$ cat src/rtl/sq_pkg.sv
package sq_pkg;
  localparam int unsigned SLOT_BYTES = 64;
  localparam int unsigned BEAT_W     = 32;
  localparam int unsigned BEATS      = SLOT_BYTES * 8 / BEAT_W;
  localparam int unsigned CMD_W      = BEATS * BEAT_W;
  localparam int unsigned SLOT_SHIFT = $clog2(SLOT_BYTES);

  typedef enum logic [1:0] {
    FS_IDLE = 2'd0,
    FS_REQ  = 2'd1,
    FS_DATA = 2'd2
  } fetch_state_e;
endpackage

$ cat src/rtl/sq_ptr_track.sv
module sq_ptr_track #(
  parameter int QDEPTH = 8,
  parameter int DB_W   = 16,
  parameter int PTR_W  = $clog2(QDEPTH)
) (
  input  logic             clk,
  input  logic             rst_n,
  input  logic             db_valid,
  input  logic [DB_W-1:0]  db_tail,
  input  logic             head_adv,
  output logic [PTR_W-1:0] head,
  output logic             pending_nz,
  output logic             db_err
);
  localparam logic [PTR_W-1:0] LAST = PTR_W'(QDEPTH - 1);

  logic [PTR_W-1:0] tail_q, tail_d;
  logic [PTR_W-1:0] head_q, head_d;
  logic             err_q, err_d;
  logic             db_ok;
  logic [PTR_W:0]   pend_cnt;

  always_comb begin
    db_ok  = db_valid && (db_tail < DB_W'(QDEPTH));
    tail_d = db_ok ? db_tail[PTR_W-1:0] : tail_q;
    err_d  = db_valid && !db_ok;
    head_d = head_q;
    if (head_adv) begin
      head_d = (head_q == LAST) ? '0 : head_q + 1'b1;
    end
  end

  // outstanding slots, modulo queue size
  always_comb begin
    pend_cnt = {1'b0, tail_q} - {1'b0, head_q};
    if (tail_q < head_q) begin
      pend_cnt = pend_cnt + (PTR_W+1)'(QDEPTH);
    end
  end

  always_ff @(posedge clk or negedge rst_n) begin
    if (!rst_n) begin
      tail_q <= '0;
      head_q <= '0;
      err_q  <= 1'b0;
    end else begin
      tail_q <= tail_d;
      head_q <= head_d;
      err_q  <= err_d;
    end
  end

  assign head       = head_q;
  assign pending_nz = (pend_cnt != '0);
  assign db_err     = err_q;
endmodule

$ cat src/rtl/sq_fetch_ctrl.sv
module sq_fetch_ctrl
  import sq_pkg::*;
#(
  parameter int ADDR_W = 32,
  parameter int PTR_W  = 3
) (
  input  logic              clk,
  input  logic              rst_n,
  input  logic              pending_nz,
  input  logic              buf_full,
  input  logic [PTR_W-1:0]  head,
  input  logic [ADDR_W-1:0] q_base,
  output logic              rd_req_valid,
  input  logic              rd_req_ready,
  output logic [ADDR_W-1:0] rd_req_addr,
  input  logic              rd_rsp_valid,
  input  logic [BEAT_W-1:0] rd_rsp_data,
  output logic              push,
  output logic [CMD_W-1:0]  push_data
);
  localparam int BC_W = $clog2(BEATS);
  localparam logic [BC_W-1:0] LAST_BEAT = BC_W'(BEATS - 1);

  fetch_state_e      state_q, state_d;
  logic [BC_W-1:0]   beat_q, beat_d;
  logic [ADDR_W-1:0] addr_q, addr_d;
  logic [CMD_W-1:0]  cmd_q, cmd_d;

  always_comb begin
    state_d = state_q;
    beat_d  = beat_q;
    addr_d  = addr_q;
    cmd_d   = cmd_q;
    push    = 1'b0;
    case (state_q)
      FS_IDLE: begin
        if (pending_nz && !buf_full) begin
          state_d = FS_REQ;
          addr_d  = q_base + (ADDR_W'(head) << SLOT_SHIFT);
        end
      end
      FS_REQ: begin
        if (rd_req_ready) begin
          state_d = FS_DATA;
          beat_d  = '0;
        end
      end
      FS_DATA: begin
        if (rd_rsp_valid) begin
          cmd_d[int'(beat_q)*BEAT_W +: BEAT_W] = rd_rsp_data;
          beat_d = beat_q + 1'b1;
          if (beat_q == LAST_BEAT) begin
            push    = 1'b1;
            state_d = FS_IDLE;
          end
        end
      end
      default: state_d = FS_IDLE;
    endcase
  end

  always_ff @(posedge clk or negedge rst_n) begin
    if (!rst_n) begin
      state_q <= FS_IDLE;
      beat_q  <= '0;
      addr_q  <= '0;
    end else begin
      state_q <= state_d;
      beat_q  <= beat_d;
      addr_q  <= addr_d;
    end
  end

  // assembly register: datapath only, no reset
  always_ff @(posedge clk) begin
    if (state_q == FS_DATA && rd_rsp_valid) begin
      cmd_q <= cmd_d;
    end
  end

  assign rd_req_valid = (state_q == FS_REQ);
  assign rd_req_addr  = addr_q;
  assign push_data    = cmd_d;
endmodule

$ cat src/rtl/sq_cmd_fifo.sv
module sq_cmd_fifo #(
  parameter int DEPTH = 2,
  parameter int W     = 512
) (
  input  logic         clk,
  input  logic         rst_n,
  input  logic         push,
  input  logic [W-1:0] push_data,
  input  logic         pop,
  output logic         out_valid,
  output logic [W-1:0] out_data,
  output logic         full
);
  localparam int AW = (DEPTH > 1) ? $clog2(DEPTH) : 1;
  localparam int CW = $clog2(DEPTH + 1);

  logic [W-1:0]  mem [DEPTH];
  logic [AW-1:0] wr_q, wr_d, rd_q, rd_d;
  logic [CW-1:0] cnt_q, cnt_d;

  function automatic logic [AW-1:0] step(input logic [AW-1:0] p);
    return (p == AW'(DEPTH - 1)) ? '0 : p + 1'b1;
  endfunction

  always_comb begin
    wr_d  = push ? step(wr_q) : wr_q;
    rd_d  = pop  ? step(rd_q) : rd_q;
    cnt_d = cnt_q;
    case ({push, pop})
      2'b10:   cnt_d = cnt_q + 1'b1;
      2'b01:   cnt_d = cnt_q - 1'b1;
      default: cnt_d = cnt_q;
    endcase
  end

  always_ff @(posedge clk or negedge rst_n) begin
    if (!rst_n) begin
      wr_q  <= '0;
      rd_q  <= '0;
      cnt_q <= '0;
    end else begin
      wr_q  <= wr_d;
      rd_q  <= rd_d;
      cnt_q <= cnt_d;
    end
  end

  always_ff @(posedge clk) begin
    if (push) begin
      mem[wr_q] <= push_data;
    end
  end

  assign out_valid = (cnt_q != '0);
  assign out_data  = mem[rd_q];
  assign full      = (cnt_q == CW'(DEPTH));
endmodule

$ cat src/rtl/sq_fetch_engine.sv
module sq_fetch_engine
  import sq_pkg::*;
#(
  parameter int QDEPTH    = 8,
  parameter int BUF_DEPTH = 2,
  parameter int ADDR_W    = 32,
  parameter int DB_W      = 16,
  localparam int PTR_W    = $clog2(QDEPTH)
) (
  input  logic              clk,
  input  logic              rst_n,
  input  logic [ADDR_W-1:0] q_base,
  input  logic              db_valid,
  input  logic [DB_W-1:0]   db_tail,
  output logic              db_err,
  output logic [PTR_W-1:0]  sq_head,
  output logic              rd_req_valid,
  input  logic              rd_req_ready,
  output logic [ADDR_W-1:0] rd_req_addr,
  input  logic              rd_rsp_valid,
  input  logic [31:0]       rd_rsp_data,
  output logic              cmd_valid,
  input  logic              cmd_ready,
  output logic [511:0]      cmd_data
);
  logic             pending_nz;
  logic             buf_full;
  logic             push;
  logic [CMD_W-1:0] push_data;

  sq_ptr_track #(.QDEPTH(QDEPTH), .DB_W(DB_W), .PTR_W(PTR_W)) u_ptr (
    .clk        (clk),
    .rst_n      (rst_n),
    .db_valid   (db_valid),
    .db_tail    (db_tail),
    .head_adv   (push),
    .head       (sq_head),
    .pending_nz (pending_nz),
    .db_err     (db_err)
  );

  sq_fetch_ctrl #(.ADDR_W(ADDR_W), .PTR_W(PTR_W)) u_ctrl (
    .clk          (clk),
    .rst_n        (rst_n),
    .pending_nz   (pending_nz),
    .buf_full     (buf_full),
    .head         (sq_head),
    .q_base       (q_base),
    .rd_req_valid (rd_req_valid),
    .rd_req_ready (rd_req_ready),
    .rd_req_addr  (rd_req_addr),
    .rd_rsp_valid (rd_rsp_valid),
    .rd_rsp_data  (rd_rsp_data),
    .push         (push),
    .push_data    (push_data)
  );

  sq_cmd_fifo #(.DEPTH(BUF_DEPTH), .W(CMD_W)) u_buf (
    .clk       (clk),
    .rst_n     (rst_n),
    .push      (push),
    .push_data (push_data),
    .pop       (cmd_valid && cmd_ready),
    .out_valid (cmd_valid),
    .out_data  (cmd_data),
    .full      (buf_full)
  );
endmodule

$ cat config.mk
export PLATFORM = sky130hd
export DESIGN_NAME = sq_fetch_engine
export DESIGN_NICKNAME = d
export VERILOG_FILES = /design/src/rtl/sq_pkg.sv /design/src/rtl/sq_ptr_track.sv /design/src/rtl/sq_fetch_ctrl.sv /design/src/rtl/sq_cmd_fifo.sv /design/src/rtl/sq_fetch_engine.sv
export SDC_FILE = /design/constraint.sdc
export NUM_CORES = 2
export LEC_CHECK = 0
export CORE_ASPECT_RATIO = 0.75
export CORE_MARGIN = 4
export CORE_UTILIZATION = 55
export CTS_BUF_LIST = sky130_fd_sc_hd__clkbuf_8
export CTS_CLUSTER_DIAMETER = 200
export DETAILED_ROUTE_END_ITERATION = 8
export GPL_ROUTABILITY_DRIVEN = 0
export MAX_ROUTING_LAYER = met4
export PLACE_DENSITY = 0.78
export SLEW_MARGIN = 10
export SYNTH_ARGS = -nofsm -noshare
export SYNTH_HDL_FRONTEND = slang
export SYNTH_SLANG_ARGS = --single-unit
export TNS_END_PERCENT = 30
$ cat constraint.sdc
create_clock -name clk -period 47.8 [get_ports clk]
set_clock_uncertainty 0.2 [all_clocks]
set_input_delay 9.56 -clock clk [delete_from_list [all_inputs] [get_ports clk]]
set_output_delay 9.56 -clock clk [all_outputs]
set_load 0.01 [all_outputs]
==> flow_summary.json <==
{
  "synthTopCellsByCount": "1536 x edfxtp_1, 842 x mux2_2, 327 x nand2_1, 123 x clkbuf_1, 121 x o31ai_1",
  "fin_cells": 5855,
  "wl_per_cell_um": 27.0,
  "use_met1_pct": 36.9,
  "grt_pass1_wl_um": 228000,
  "dr.pass1.iters": 6,
  "cts_inserted_buffers": 226,
  "busiest_layer": "met2",
  "timing.fmax_ghz": 0.0670,
  "h-tree-depth": 4,
  "rows": 106,
  "start_util_pct": 55.5,
  "core_area_um2": 112000,
  "gr-total-overflow": 0,
  "post-route-period-util_pct": 31.2,
  "avgViaCountPerCell": 5.80,
  "synth.most_common_cell": "edfxtp_1",
  "rsz0062_at_grt": "no",
  "cts_resized": 0,
  "final_layout_size_suffix_gt1_share_pct": 27.8,
  "clk_transition_reported_paths_ps": 60,
  "synth_warnings": 0,
  "gr-usage-met3_pct": 5.91,
  "ctsHoldBuffers": 0,
  "die_h_um": 299,
  "ios": 636,
  "stdcell_area_um2": 74200,
  "period_needed_ps": 14930,
  "areaGrowthSynthToFinish_pct": 19.8,
  "ys_seq_elements": 1585,
  "worstSkewPairLatency_ps": 910,
  "placed_cell_area_um2": 70000,
  "required_ps": 38040,
  "crit_type": "reg -> out",
  "maxCapViolations": 0,
  "synth_enable_flop_cells": 1536,
  "p_per_area_nw_per_um2": 41.6,
  "dp_hpwl_um": 101000,
  "drt-total-wl_um": 158000,
  "nNetsFinal": 4261,
  "fp.dieW_um": 396,
  "grtUsageMet2_pct": 41.1,
  "yosysSeqAreaShare_pct": 76.4,
  "drc_errors": 0,
  "syn_nets": 3515,
  "holdPathStages": 1,
  "power.leakage_nw": 25.1,
  "cts_sinks": 1585,
  "postCtsSetupRepairBufs": 0,
  "netlist.area_leader.share_pct": 74.4,
  "synth_top_area_cell": "edfxtp_1",
  "grt_max_degree": 187,
  "crit_path_max_fanout": 145,
  "reg2reg_depth": 8,
  "vias": 33900,
  "hold_path_class": "reg -> reg",
  "tightestPinTransition_ps": 1180,
  "grt_pass1_vias": 33900,
  "critPathLaunchType": "flip-flop",
  "ant_nets": 0,
  "async_flop_share_pct": 3.09,
  "synth.distinct_cells": 45,
  "synth.area.top_cells": "edfxtp_1 74%, mux2_2 15%, nand2_1 2.0%, dfrtp_1 2.0%, o31ai_1 1.5%",
  "slew_violations": 0,
  "status": "complete, no violations",
  "place_inst": 5442,
  "peakVddDrop_mv": 0.0315,
  "grt_use_total_pct": 27.1,
  "synthCells": 3412,
  "hold_violations": 0,
  "ys_dominant_reg_cell": "edfxtp_1",
  "root_buffer": "clkbuf_8",
  "worstPathArrival_ps": 5170,
  "port_buffers": 635,
  "avgSynthCellArea_um2": 18.2,
  "setup_viol": 0,
  "maxSlewHeadroom_pct": 21.7,
  "tritoncts": "yes",
  "first_iter_violations": 3617,
  "antenna_found_initial": 16,
  "clockBufferDepth": 3,
  "netlist_area_um2": 62000,
  "cp-end-kind": "primary output",
  "dieArea_um2": 118000,
  "tns_ps": 0
}
[sequential cells by signal, indices dropped and copies added (netlist names)]
name / cells
u_ctrl.rd_req_addr: 32
u_buf.wr_q: 1
u_buf.rd_q: 1
u_ptr.db_err: 1
u_ctrl.beat_q: 4
u_ptr.tail_q: 3
u_ctrl.cmd_q: 512
u_ctrl.state_q: 2
u_buf.mem: 1024
u_ptr.head: 3
u_buf.cnt_q: 2
[cell type report]
type	instances	area, um^2
sequential	1585	47400
fill	7449	37500
multi-input combinational	1635	13900
timing repair buffer	691	6800
clock buffer	229	3150
tap	1512	1890
clock inverter	176	1000
inverter	19	78.8
antenna	8	20.0
[cell families (layout without fill, tap and decap cells)]
logic type	after synthesis	after routing	share of synthesized area, %
other	0	8	0
flip-flops	1585	1585	76.4
multiplexers	845	845	15.4
buffers and inverters	192	1115	1.28
adder cells (fa/ha/maj)	17	17	0.368
AO/OA/AOI/OAI	243	243	2.59
XOR/XNOR	30	30	0.424
AND/OR/NAND/NOR	500	500	3.56
[metal layers]
layer  up-vias  wire, um
met5         -         0
li1      14800         -
met3       281     14500
met2      1643     74800
met1     17200     64200
met4         0      4840
[per-stage QoR]
| stage | utilization, % | power [mW] | hold WS (ps) | setup slack (ps) |
|---|---|---|---|---|
| detailed placement | 62.7 | 2.12 | 276 | 32670 |
| global placement | 62.7 | 2.11 | 271 | 32700 |
| floorplan | - | 1.95 | 256 | 15000 |
| CTS | 66.4 | 3.11 | 290 | 32850 |
| global route | 66.4 | 3.21 | 311 | 32710 |
| finish | 66.4 | 3.09 | 287 | 32870 |
[where the power goes]
| part | switching [mW] | total [mW] | internal, mW |
|---|---|---|---|
| combinational | 0.274 | 0.424 | 0.150 |
| clock | 0.510 | 0.996 | 0.486 |
| sequential | 0.0220 | 1.67 | 1.65 |
[critical path: stages (launching register included)]
cell	delay [ps]
dfrtp_4	830
buf_12	630
buf_4	860
buf_4	670
mux2_2	440
clkdlybuf4s50_1	490
[path summary, 6_finish.rpt]
check                           slack (ps)                endpoint                   start
worst min-delay path                   290  u_ctrl.rd_req_addr[22]  u_ctrl.rd_req_addr[22]
worst max-delay path                 32870           cmd_data[285]              u_buf.rd_q
worst max register to register       41940       u_buf.mem[1][288]        u_ctrl.beat_q[0]
min in group asynchronous             8560  u_ctrl.rd_req_addr[18]                   rst_n
worst min register to register         290  u_ctrl.rd_req_addr[22]  u_ctrl.rd_req_addr[22]
max in group asynchronous            38330        u_ctrl.beat_q[0]                   rst_n
[placed cells by master (no fill, tap or decap), types with 54 or more instances in the layout]
master           count
and3_1              75
buf_4               54
clkbuf_8           229
clkdlybuf4s50_1    634
edfxtp_1          1536
inv_1              102
mux2_2             842
nand2_1            315
o21ai_0            103
o31ai_1            121
Note: power is estimated with default switching activity, not from simulation.
